## src/rtl/fibc_pkg.sv

```systemverilog
package fibc_pkg;

  // Continuation tags stored in the stack; encoding is fixed by R5.
  typedef enum logic [1:0] {
    TAG_BOTTOM = 2'b00,
    TAG_FIRST  = 2'b01,
    TAG_SECOND = 2'b10,
    TAG_RSVD   = 2'b11
  } ctag_e;

  // Contents of the action register.
  typedef enum logic [1:0] {
    ACT_IDLE = 2'b00,
    ACT_FIB1 = 2'b01,
    ACT_CONT = 2'b10
  } act_e;

endpackage

```

## src/rtl/fibc_stack_ram.sv

```systemverilog
module fibc_stack_ram #(
  parameter int DEPTH  = 64,
  parameter int ENT_W  = 34,
  localparam int AW    = (DEPTH > 1) ? $clog2(DEPTH) : 1
) (
  input  logic             clk,
  input  logic             we,
  input  logic [AW-1:0]    waddr,
  input  logic [ENT_W-1:0] wdata,
  input  logic [AW-1:0]    raddr,
  output logic [ENT_W-1:0] rdata
);

  // Simple dual-port memory with registered read, so it can map to block RAM.
  logic [ENT_W-1:0] mem [DEPTH];

  always_ff @(posedge clk) begin
    if (we) begin
      mem[waddr] <= wdata;
    end
    rdata <= mem[raddr];
  end

endmodule

```

## src/rtl/fibc_adder.sv

```systemverilog
module fibc_adder #(
  parameter int W = 32
) (
  input  logic [W-1:0] a,
  input  logic [W-1:0] b,
  output logic [W-1:0] sum
);

  // Values wrap modulo 2**W.
  assign sum = a + b;

endmodule

```

## src/rtl/fibc_rules.sv

```systemverilog
module fibc_rules
  import fibc_pkg::*;
#(
  parameter int DEPTH  = 64,
  parameter int ARG_W  = 6,
  parameter int VAL_W  = 32,
  localparam int PTR_W = (DEPTH > 1) ? $clog2(DEPTH) : 1,
  localparam int ENT_W = VAL_W + 2
) (
  input  act_e             act_q,
  input  logic [VAL_W-1:0] n_q,
  input  logic [VAL_W-1:0] val_q,
  input  logic [PTR_W-1:0] sp_q,
  input  ctag_e            top_tag,
  input  logic [VAL_W-1:0] top_data,
  input  logic             go,
  input  logic [ARG_W-1:0] arg,
  output act_e             act_d,
  output logic [VAL_W-1:0] n_d,
  output logic [VAL_W-1:0] val_d,
  output logic [PTR_W-1:0] sp_d,
  output logic             we,
  output logic [PTR_W-1:0] waddr,
  output logic [ENT_W-1:0] wdata,
  output logic [PTR_W-1:0] raddr,
  output logic             start,
  output logic             finish,
  output logic             ovf_set
);

  localparam logic [PTR_W-1:0] LAST = PTR_W'(DEPTH - 1);
  localparam logic [VAL_W-1:0] ONE  = VAL_W'(1);
  localparam logic [VAL_W-1:0] TWO  = VAL_W'(2);

  logic [VAL_W-1:0] sum;
  logic [PTR_W-1:0] sp_up;
  logic [PTR_W-1:0] sp_dn;
  logic             at_bottom;

  fibc_adder #(.W(VAL_W)) u_add (
    .a   (top_data),
    .b   (val_q),
    .sum (sum)
  );

  assign sp_up     = sp_q + PTR_W'(1);
  assign sp_dn     = sp_q - PTR_W'(1);
  assign at_bottom = (sp_q == '0) || (top_tag == TAG_BOTTOM) || (top_tag == TAG_RSVD);

  always_comb begin
    act_d   = act_q;
    n_d     = n_q;
    val_d   = val_q;
    sp_d    = sp_q;
    we      = 1'b0;
    waddr   = sp_up;
    wdata   = '0;
    raddr   = sp_q;
    start   = 1'b0;
    finish  = 1'b0;
    ovf_set = 1'b0;
    unique case (act_q)
      ACT_IDLE: begin
        if (go) begin
          // A request for n becomes Fib1(n, bottom); n = 0 is taken as 1.
          start = 1'b1;
          act_d = ACT_FIB1;
          sp_d  = '0;
          n_d   = (arg == '0) ? ONE : VAL_W'(arg);
        end
      end
      ACT_FIB1: begin
        if (n_q <= TWO) begin
          // Base case: Cont(c, 1); start fetching the top entry now.
          act_d = ACT_CONT;
          val_d = ONE;
          raddr = sp_q;
        end else if (sp_q == LAST) begin
          ovf_set = 1'b1;
          finish  = 1'b1;
          act_d   = ACT_IDLE;
        end else begin
          // Push after-first-call(n) and descend to n-1.
          we    = 1'b1;
          waddr = sp_up;
          wdata = {TAG_FIRST, n_q};
          sp_d  = sp_up;
          n_d   = n_q - ONE;
        end
      end
      ACT_CONT: begin
        if (at_bottom) begin
          finish = 1'b1;
          act_d  = ACT_IDLE;
        end else if (top_tag == TAG_FIRST) begin
          // Overwrite with after-second-call(fib(n-1)) and descend to n-2.
          we    = 1'b1;
          waddr = sp_q;
          wdata = {TAG_SECOND, val_q};
          n_d   = top_data - TWO;
          act_d = ACT_FIB1;
        end else begin
          // Pop and continue the parent with the sum.
          val_d = sum;
          sp_d  = sp_dn;
          raddr = sp_dn;
          act_d = ACT_CONT;
        end
      end
      default: begin
        act_d = ACT_IDLE;
      end
    endcase
  end

endmodule

```

## src/rtl/fib_cont_engine.sv

```systemverilog
module fib_cont_engine
  import fibc_pkg::*;
#(
  parameter int DEPTH  = 64,
  parameter int ARG_W  = 6,
  parameter int VAL_W  = 32,
  localparam int PTR_W = (DEPTH > 1) ? $clog2(DEPTH) : 1,
  localparam int ENT_W = VAL_W + 2
) (
  input  logic             clk,
  input  logic             rst,
  input  logic             go,
  input  logic [ARG_W-1:0] arg,
  output logic             ready,
  output logic [VAL_W-1:0] result,
  output logic             overflow
);

  localparam logic [PTR_W-1:0] LAST = PTR_W'(DEPTH - 1);

  act_e             act_q, act_d;
  logic [VAL_W-1:0] n_q, n_d, val_q, val_d;
  logic [PTR_W-1:0] sp_q, sp_d;
  logic             ready_q, ovf_q;
  logic [VAL_W-1:0] result_q;

  logic             we;
  logic [PTR_W-1:0] waddr, raddr;
  logic [ENT_W-1:0] wdata, rdata;
  logic             start, finish, ovf_set;
  ctag_e            top_tag;
  logic [VAL_W-1:0] top_data;

  assign top_tag  = ctag_e'(rdata[ENT_W-1 -: 2]);
  assign top_data = rdata[VAL_W-1:0];

  fibc_stack_ram #(.DEPTH(DEPTH), .ENT_W(ENT_W)) u_stack (
    .clk   (clk),
    .we    (we),
    .waddr (waddr),
    .wdata (wdata),
    .raddr (raddr),
    .rdata (rdata)
  );

  fibc_rules #(.DEPTH(DEPTH), .ARG_W(ARG_W), .VAL_W(VAL_W)) u_rules (
    .act_q    (act_q),
    .n_q      (n_q),
    .val_q    (val_q),
    .sp_q     (sp_q),
    .top_tag  (top_tag),
    .top_data (top_data),
    .go       (go),
    .arg      (arg),
    .act_d    (act_d),
    .n_d      (n_d),
    .val_d    (val_d),
    .sp_d     (sp_d),
    .we       (we),
    .waddr    (waddr),
    .wdata    (wdata),
    .raddr    (raddr),
    .start    (start),
    .finish   (finish),
    .ovf_set  (ovf_set)
  );

  always_ff @(posedge clk) begin
    if (rst) begin
      act_q    <= ACT_IDLE;
      n_q      <= '0;
      val_q    <= '0;
      sp_q     <= '0;
      ready_q  <= 1'b1;
      ovf_q    <= 1'b0;
      result_q <= '0;
    end else begin
      act_q <= act_d;
      n_q   <= n_d;
      val_q <= val_d;
      sp_q  <= sp_d;
      if (start) begin
        ready_q <= 1'b0;
        ovf_q   <= 1'b0;
      end
      if (finish) begin
        ready_q  <= 1'b1;
        result_q <= ovf_set ? '0 : val_q;
      end
      if (ovf_set) begin
        ovf_q <= 1'b1;
      end
    end
  end

  assign ready    = ready_q;
  assign result   = result_q;
  assign overflow = ovf_q;


  push_step_chk: assert property (@(posedge clk) disable iff (rst)
    (act_q == ACT_FIB1 && n_q > VAL_W'(2) && sp_q != LAST)
      |=> (act_q == ACT_FIB1 && sp_q == $past(sp_q) + PTR_W'(1) && n_q == $past(n_q) - VAL_W'(1)));


  pop_step_chk: assert property (@(posedge clk) disable iff (rst)
    (act_q == ACT_CONT && sp_q != '0 && top_tag == TAG_SECOND)
      |=> (act_q == ACT_CONT && sp_q == $past(sp_q) - PTR_W'(1)));


  base_case_chk: assert property (@(posedge clk) disable iff (rst)
    (act_q == ACT_FIB1 && n_q <= VAL_W'(2)) |=> (act_q == ACT_CONT && val_q == VAL_W'(1)));


  bottom_write_chk: assert property (@(posedge clk) disable iff (rst)
    we |-> waddr != '0);


  result_hold_chk: assert property (@(posedge clk) disable iff (rst)
    (ready_q && !go) |=> (ready_q && $stable(result_q)));


  ovf_sticky_chk: assert property (@(posedge clk) disable iff (rst)
    (ovf_q && !(ready_q && go)) |=> ovf_q);


  ovf_ready_chk: assert property (@(posedge clk) disable iff (rst)
    $rose(ovf_q) |-> (ready_q && result_q == '0));

endmodule

```

## config.mk

```make
export PLATFORM = sky130hd
export DESIGN_NAME = fib_cont_engine
export DESIGN_NICKNAME = d
export VERILOG_FILES = /design/src/rtl/fibc_pkg.sv /design/src/rtl/fibc_stack_ram.sv /design/src/rtl/fibc_adder.sv /design/src/rtl/fibc_rules.sv /design/src/rtl/fib_cont_engine.sv
export SDC_FILE = /design/constraint.sdc
export NUM_CORES = 2
export LEC_CHECK = 0
export BUFFER_PORTS_ARGS = -buffer_cell sky130_fd_sc_hd__buf_2
export CELL_PAD_IN_SITES_DETAIL_PLACEMENT = 0
export CELL_PAD_IN_SITES_GLOBAL_PLACEMENT = 1
export CORE_UTILIZATION = 30
export CTS_CLUSTER_SIZE = 40
export DETAILED_ROUTE_END_ITERATION = 8
export PLACE_DENSITY = 0.49
export SLEW_MARGIN = 40
export SYNTH_ARGS = -nofsm -noshare
export SYNTH_HDL_FRONTEND = slang
export SYNTH_HIERARCHICAL = 1
export SYNTH_SLANG_ARGS = --single-unit
```

## constraint.sdc

```tcl
create_clock -name clk -period 11.7 [get_ports clk]
set_input_delay 1.17 -clock clk [delete_from_list [all_inputs] [get_ports clk]]
set_output_delay 1.17 -clock clk [all_outputs]
set_load 0.01 [all_outputs]
```

; After elaboration in Yosys (flattened, before gate mapping)
; Memory sizes are Yosys's and may differ from the RTL's. A register that Yosys moved wholly into a read port is not among the register bits.
; Cells that the tools add are included.
[totals]
reg_bits = 106
input_bits = 9
mem_bits_rw = 2176
mem_count = 1
out_inout_bits = 34
[classes]
n_eq_ne = 13
addsub = 5
mux = 49
reduce_logical = 14
n_lt_le_gt_ge = 1
[mem_list]
columns = name, depth, width, read_ports, rd_clocked_by_memory_dff, wr, line_no
row1 = u_stack.mem, 64, 34, 1, 1, 1, fibc_stack_ram.sv:15  ; logic [ENT_W-1:0] mem [DEPTH];
[op_table]
columns = operator, n
row1 = $mux W32, 9
row2 = $mux W34, 3
row3 = $pmux W32 S3, 1
row4 = $pmux W34 S2, 1
row5 = $pmux W32 S2, 1
row6 = $mux W6, 10
row7 = $mux W33, 1
row8 = $add A32 B32 Y32, 1
row9 = $le A32 B2 Y1 const B, 1
row10 = $sub A32 B1 Y32 const B, 1
row11 = $sub A32 B2 Y32 const B, 1
row12 = $pmux W6 S3, 1
row13 = $mux W1, 14
row14 = $logic_not A6 Y1, 2
row15 = $mux W2, 5
row16 = $ne A2 B2 Y1 const B, 5
row17 = $reduce_and A4 Y1, 2
row18 = $add A6 B1 Y6 const B, 1
row19 = $eq A6 B6 Y1 const B, 1
row20 = $pmux W2 S3, 1
row21 = $reduce_and A6 Y1, 1
row22 = $sub A6 B1 Y6 const B, 1
row23 = $eq A2 B1 Y1 const B, 2
row24 = $eq A2 B2 Y1 const B, 2
row25 = other kinds (9), 14

; Logic depth before layout (Yosys ltp)
[logic_depth]
word_depth = 7
depth_mapped = 17

; Cells and area by module
; Netlist, hierarchy kept.
[modules_own_cells]
columns = mod, n_inst, cells_each, seq_area_each_um2, area_per_inst_um2
row1 = fibc_stack_ram, 1, 3744, 66023.3, 83774.1
row2 = fibc_rules, 1, 549, 0.0, 3538.4
row3 = fib_cont_engine, 1, 301, 2122.0, 3337.0
row4 = fibc_adder, 1, 241, 0.0, 1744.2

; Worst setup path before layout
; OpenSTA, ideal clock, no wires.
[synth_path]
path_type = register -> register
start = reg sp_q[0]
end = mem u_stack.mem[49][0], enable pin
required_time_ns = 11.233
n_path_buf = 3
setup_slack_ns = 6.575
t_arrival_ns = 4.658
setup_time_ns = 0.467
stages_incl_launch_ff = 13
path_cell_list = dfxtp_1 -> clkbuf_1 -> inv_1 -> ha_1 -> nand2_1 -> and3_1 -> clkbuf_1 -> and2_1 -> clkbuf_1 -> or2_1 -> nor2b_1 -> nand4_1 -> nor3_1
[synth_via]
elab_chain_len = 7
[synth_lines]
columns = element, line_no
row1 = "start, declared", fib_cont_engine.sv:23  ; logic [PTR_W-1:0] sp_q, sp_d;
row2 = "start signal, assigned", fib_cont_engine.sv:81  ; sp_q <= sp_d;
row3 = $logic_not A6 Y1, fibc_rules.sv:48  ; assign at_bottom = (sp_q == '0) || (top_tag == TAG_BOTTOM) || (top_tag == TAG_RSVD);
row4 = $logic_or A1 B1 Y1 (2 in series), fibc_rules.sv:48
row5 = $mux W1, fibc_rules.sv:92  ; if (at_bottom) begin
row6 = $pmux W1 S2 *, fibc_rules.sv:62  ; unique case (act_q)
row7 = via we, fib_cont_engine.sv:27  ; logic we;
row8 = $mux W1 *, fibc_stack_ram.sv:18  ; if (we) begin
row9 = $mux W1 (not written as such) *, fibc_stack_ram.sv:19  ; mem[waddr] <= wdata;
row10 = "end, declared", fibc_stack_ram.sv:15
; The timed path passes the listed nets; every way through them passes the cells marked *.

; Worst setup path after layout
[layout_path]
start = reg sp_q[0]
end = reg u_stack.rdata[8] (read register of u_stack.mem)
[layout_via]
elab_chain_len = 5
[layout_lines]
columns = element, line_no
row1 = "parallel branches: the longest is 3 deep, another holds $sub A6 B1 Y6", --
row2 = $mux W6 * (2 in series), --
row3 = via raddr[3], fib_cont_engine.sv:28  ; logic [PTR_W-1:0] waddr, raddr;
row4 = "end, declared", fibc_stack_ram.sv:11  ; output logic [ENT_W-1:0] rdata
; Mark *: on every way through the listed nets, which the timed path passes.
; A chain may end at the register's enable or synchronous reset.

==> metrics.csv <==
stage;metric;value;unit
sta;Fmax;0.155;GHz
floorplan;die width;557;um
final_layout;Finished Layout Cells;9354;
floorplan;core box area;306000;sq um
placement;Port-buffer cells;42;
sta;final setup vio count;0;
setup_path;crit path kind;flop to flop;
sta;skew final;0.0560;ns
floorplan;I/O Pins;43;
logic_synthesis;flops & latches, synth;2316;
logic_synthesis;warnings from Yosys;6;
global_route;GR Util All Layers;0.186;
sta;Final Hold Viols;0;
setup_path;worst r2r path cells;14;
clock_tree;CTS root buffer;clkbuf_16;
setup_path;Setup crit end kind;flop;
pwr;Worst VDD drop;0.189;mV
worst_hold_path;Hold Path End;result[11];
placement;HPWL Detailed;167000;um
clock_tree;cts repair resizes;0;
outcome;status;finished clean;
floorplan;Die Height;557;um
clock_tree;CTS tree;yes;
clock_tree;Worst-path clk slew;0.06;ns
routing;Remaining DRCs;0;
global_route;largest net degree at the start of global routing;92;
global_route;initial antenna violation count;22;
setup_path;crit path DAT;7.17;ns
worst_hold_path;worst hold start;result[11];
final_layout;Final Util;0.350;
routing;Post-Route WL;291000;um
final_layout;share of cells above drive strength 1;0.248;
logic_synthesis;EDFF count, synth;2176;
clock_tree;Clock Latency Late Sink;0.90;ns
pwr;Pwr Density;188;nW/um^2
sta;crit share post-route;0.550;
run;Max Cap Viol;0;
sta;min Tclk post-route;6.43;ns
routing;Iter 0 DRT Violations;4995;
logic_synthesis;cells after synthesis;4835;
setup_path;CP startpoint kind;flop;
worst_hold_path;Hold Path Cell Cnt;2;
routing;Via density;5.22;
final_layout;NumNets Final;5098;
floorplan;die area;310000;sq um
floorplan;row count;203;
routing;Post-DRT Antenna Nets;0;
logic_synthesis;Synth cell types;89;
clock_tree;Num Clock Sinks;2316;
clock_tree;CTS Buffer Depth;4;
clock_tree;H-tree Lvls;5;
logic_synthesis;Post-synth ARST share;0;
sta;Slew HR;0.398;
sta;TNS Setup;0;ns
setup_path;r2r setup slk;5.27;ns
setup_path;CP Data Required Time;12.44;ns
global_route;vias in the first global route;49150;
routing;first-pass detailed-route iteration total;5;
logic_synthesis;syn nets;4886;
placement;routability cong.;0.796;
global_route;first-pass GRT wire length;405000;um
routing;routed wire length per instance;31.1;um
logic_synthesis;register area share after synthesis;0.738;
final_layout;synthesis-to-layout area growth;16.1;%
setup_path;FF-to-FF Start;sp_q[0];
global_route;GR Overflow Total;0;
logic_synthesis;synthesized cell area;92400;sq um
setup_path;Worst Path Max Fanout;34;
sta;final slew viol count;0;
clock_tree;Post-CTS Hold Fix Bufs;0;
pwr;static leakage;28.6;nW
worst_hold_path;worst min path class;flop to flop;
final_layout;fillers;28597;
clock_tree;Num CTS Buffers;265;
clock_tree;post-CTS setup repair buffer count;0;
sta;RSZ-0062 raised after global routing;false;
logic_synthesis;syn_area_per_cell;19.1;sq um
setup_path;r2r endpoint;u_stack/rdata[8];
logic_synthesis;ys flop type;edfxtp_1;
floorplan;Initial Utilization;0.302;
routing;Vias;48784;
placement;dpl cells;8874;
sta;actual slew at the worst max-slew pin;0.903;ns
-- cells in the final DEF (no fill, tap or decap), types with 18 or more instances in the layout --
cell type  netlist  layout
a211oi_1        27      21
a21o_1          22      22
a21oi_1        100     100
a221o_1         28      28
a22o_1          64      33
a22o_2           0      30
a22oi_1         65      65
and3_1          21      21
buf_12           0      18
buf_2           76      41
buf_4           21     144
buf_6           25      29
clkbuf_1       137      64
clkbuf_16        0     270
clkinv_1         2      37
clkinv_2         0      38
dfxtp_1        140     140
edfxtp_1      2176    2176
ha_1            41      41
inv_1           21      21
mux2_2          58      58
mux2i_1        158     158
mux4_2         472     472
nand2_1        146     144
nand2b_1        54      50
nand3_1        102      99
nand3b_1        40      40
nand4_1         62      62
nor2_1         154      85
nor2_4           1      65
nor2b_1        102      97
o211ai_1        24      24
o21ai_0         53      43
o221ai_1        46      44
o22ai_1         89      84
xnor2_1         32      31
xor2_1          30      29
-- through the flow --
| step | setup slack, ns | power (mW) | instance area (sq um) | hold WS (ns) |
|---|---|---|---|---|
| final | 5.27 | 20.2 | 107000 | 0.462 |
| after detailed placement | 5.46 | 12.2 | 98600 | 0.457 |
| after global routing | 5.20 | 20.9 | 107000 | 0.484 |
| after floorplan | 6.58 | 11.2 | 92400 | 0.489 |
| after global placement | 5.15 | 12.2 | 98200 | 0.453 |
| after CTS | 5.43 | 20.4 | 107000 | 0.465 |
-- worst max path at each step --
stage                       start                 end  slack [ns]
after floorplan           sp_q[0]  u_stack/mem[49][0]        6.58
after global placement    sp_q[0]    u_stack/rdata[0]        5.15
after detailed placement  sp_q[0]    u_stack/rdata[8]        5.46
after CTS                 sp_q[0]    u_stack/rdata[8]        5.43
after global routing      sp_q[0]    u_stack/rdata[8]        5.20
final                     sp_q[0]    u_stack/rdata[8]        5.27
-- sequential cells by signal, summed over array words and instances (netlist names) --
name           cells
u_stack/rdata     34
u_stack/mem     2176
result            32
sp_q               6
overflow           1
ready              1
val_q             32
act_q              2
n_q               32
-- where the power goes --
part | internal [mW] | switching (mW) | total (mW)
clock | 4.71 | 3.42 | 8.13
sequential | 9.16 | 0.258 | 9.42
combinational | 0.931 | 1.69 | 2.62
total | 14.8 | 5.38 | 20.2
-- cell usage after synthesis, drive strengths merged, types with 41 or more instances --
| master | instances | area (sq um) |
|---|---|---|
| o221ai | 46 | 403 |
| nand3 | 102 | 510 |
| mux4 | 472 | 10600 |
| nand2 | 146 | 548 |
| a22o | 64 | 561 |
| a21oi | 100 | 500 |
| nor2 | 155 | 589 |
| edfxtp | 2176 | 65300 |
| mux2 | 58 | 653 |
| ha | 41 | 513 |
| o22ai | 89 | 557 |
| mux2i | 158 | 1580 |
| buf | 153 | 1000 |
| clkbuf | 137 | 514 |
| o21ai | 56 | 284 |
| nor2b | 102 | 638 |
| a22oi | 66 | 509 |
| nand4 | 62 | 388 |
| nand2b | 54 | 338 |
| dfxtp | 140 | 2800 |
-- area by class of cell --
| cell class | instances | area [sq um] | share of cell area |
|---|---|---|---|
| Clock inverter | 116 | 1230 | 0.0115 |
| Sequential cell | 2316 | 68100 | 0.635 |
| Clock buffer | 347 | 7180 | 0.0669 |
| Tap cell | 4100 | 5130 | 0.0478 |
| Timing Repair Buffer | 235 | 2040 | 0.0190 |
| Multi-Input combinational cell | 2206 | 23400 | 0.218 |
| Antenna cell | 11 | 27.5 | 0.000257 |
| Inverter | 23 | 86.3 | 0.000805 |
-- critical path, stage by stage (launching register included) --
cell and delay, ns:
dfxtp_1 0.52, inv_1 0.18, ha_1 0.28, a21oi_1 0.53, nand2_1 0.26, nor4_1 0.64
xor2_4 0.49, buf_4 0.47, buf_4 0.50, nor2b_4 0.22, buf_4 0.27, buf_4 0.36
a22oi_1 0.26, nand4_1 0.70, and3_1 0.50
-- metal layers --
layer,vias up,wire [um],track usage
met1,26462,130000,0.263
li1,20453,-,-
met3,360,15400,0.0250
met2,1507,138000,0.300
met4,2,8030,0.0483
met5,-,13,0
-- cells by family after synthesis --
kind of cell,Yosys count,share of synthesized area
simple gates,793,0.0454
compound gates,621,0.0488
fa+ha+maj,42,0.00577
xor+xnor,62,0.00588
buf+inv,313,0.0174
flops,2316,0.738
mux,688,0.139
(Power assumes the default switching activity.)
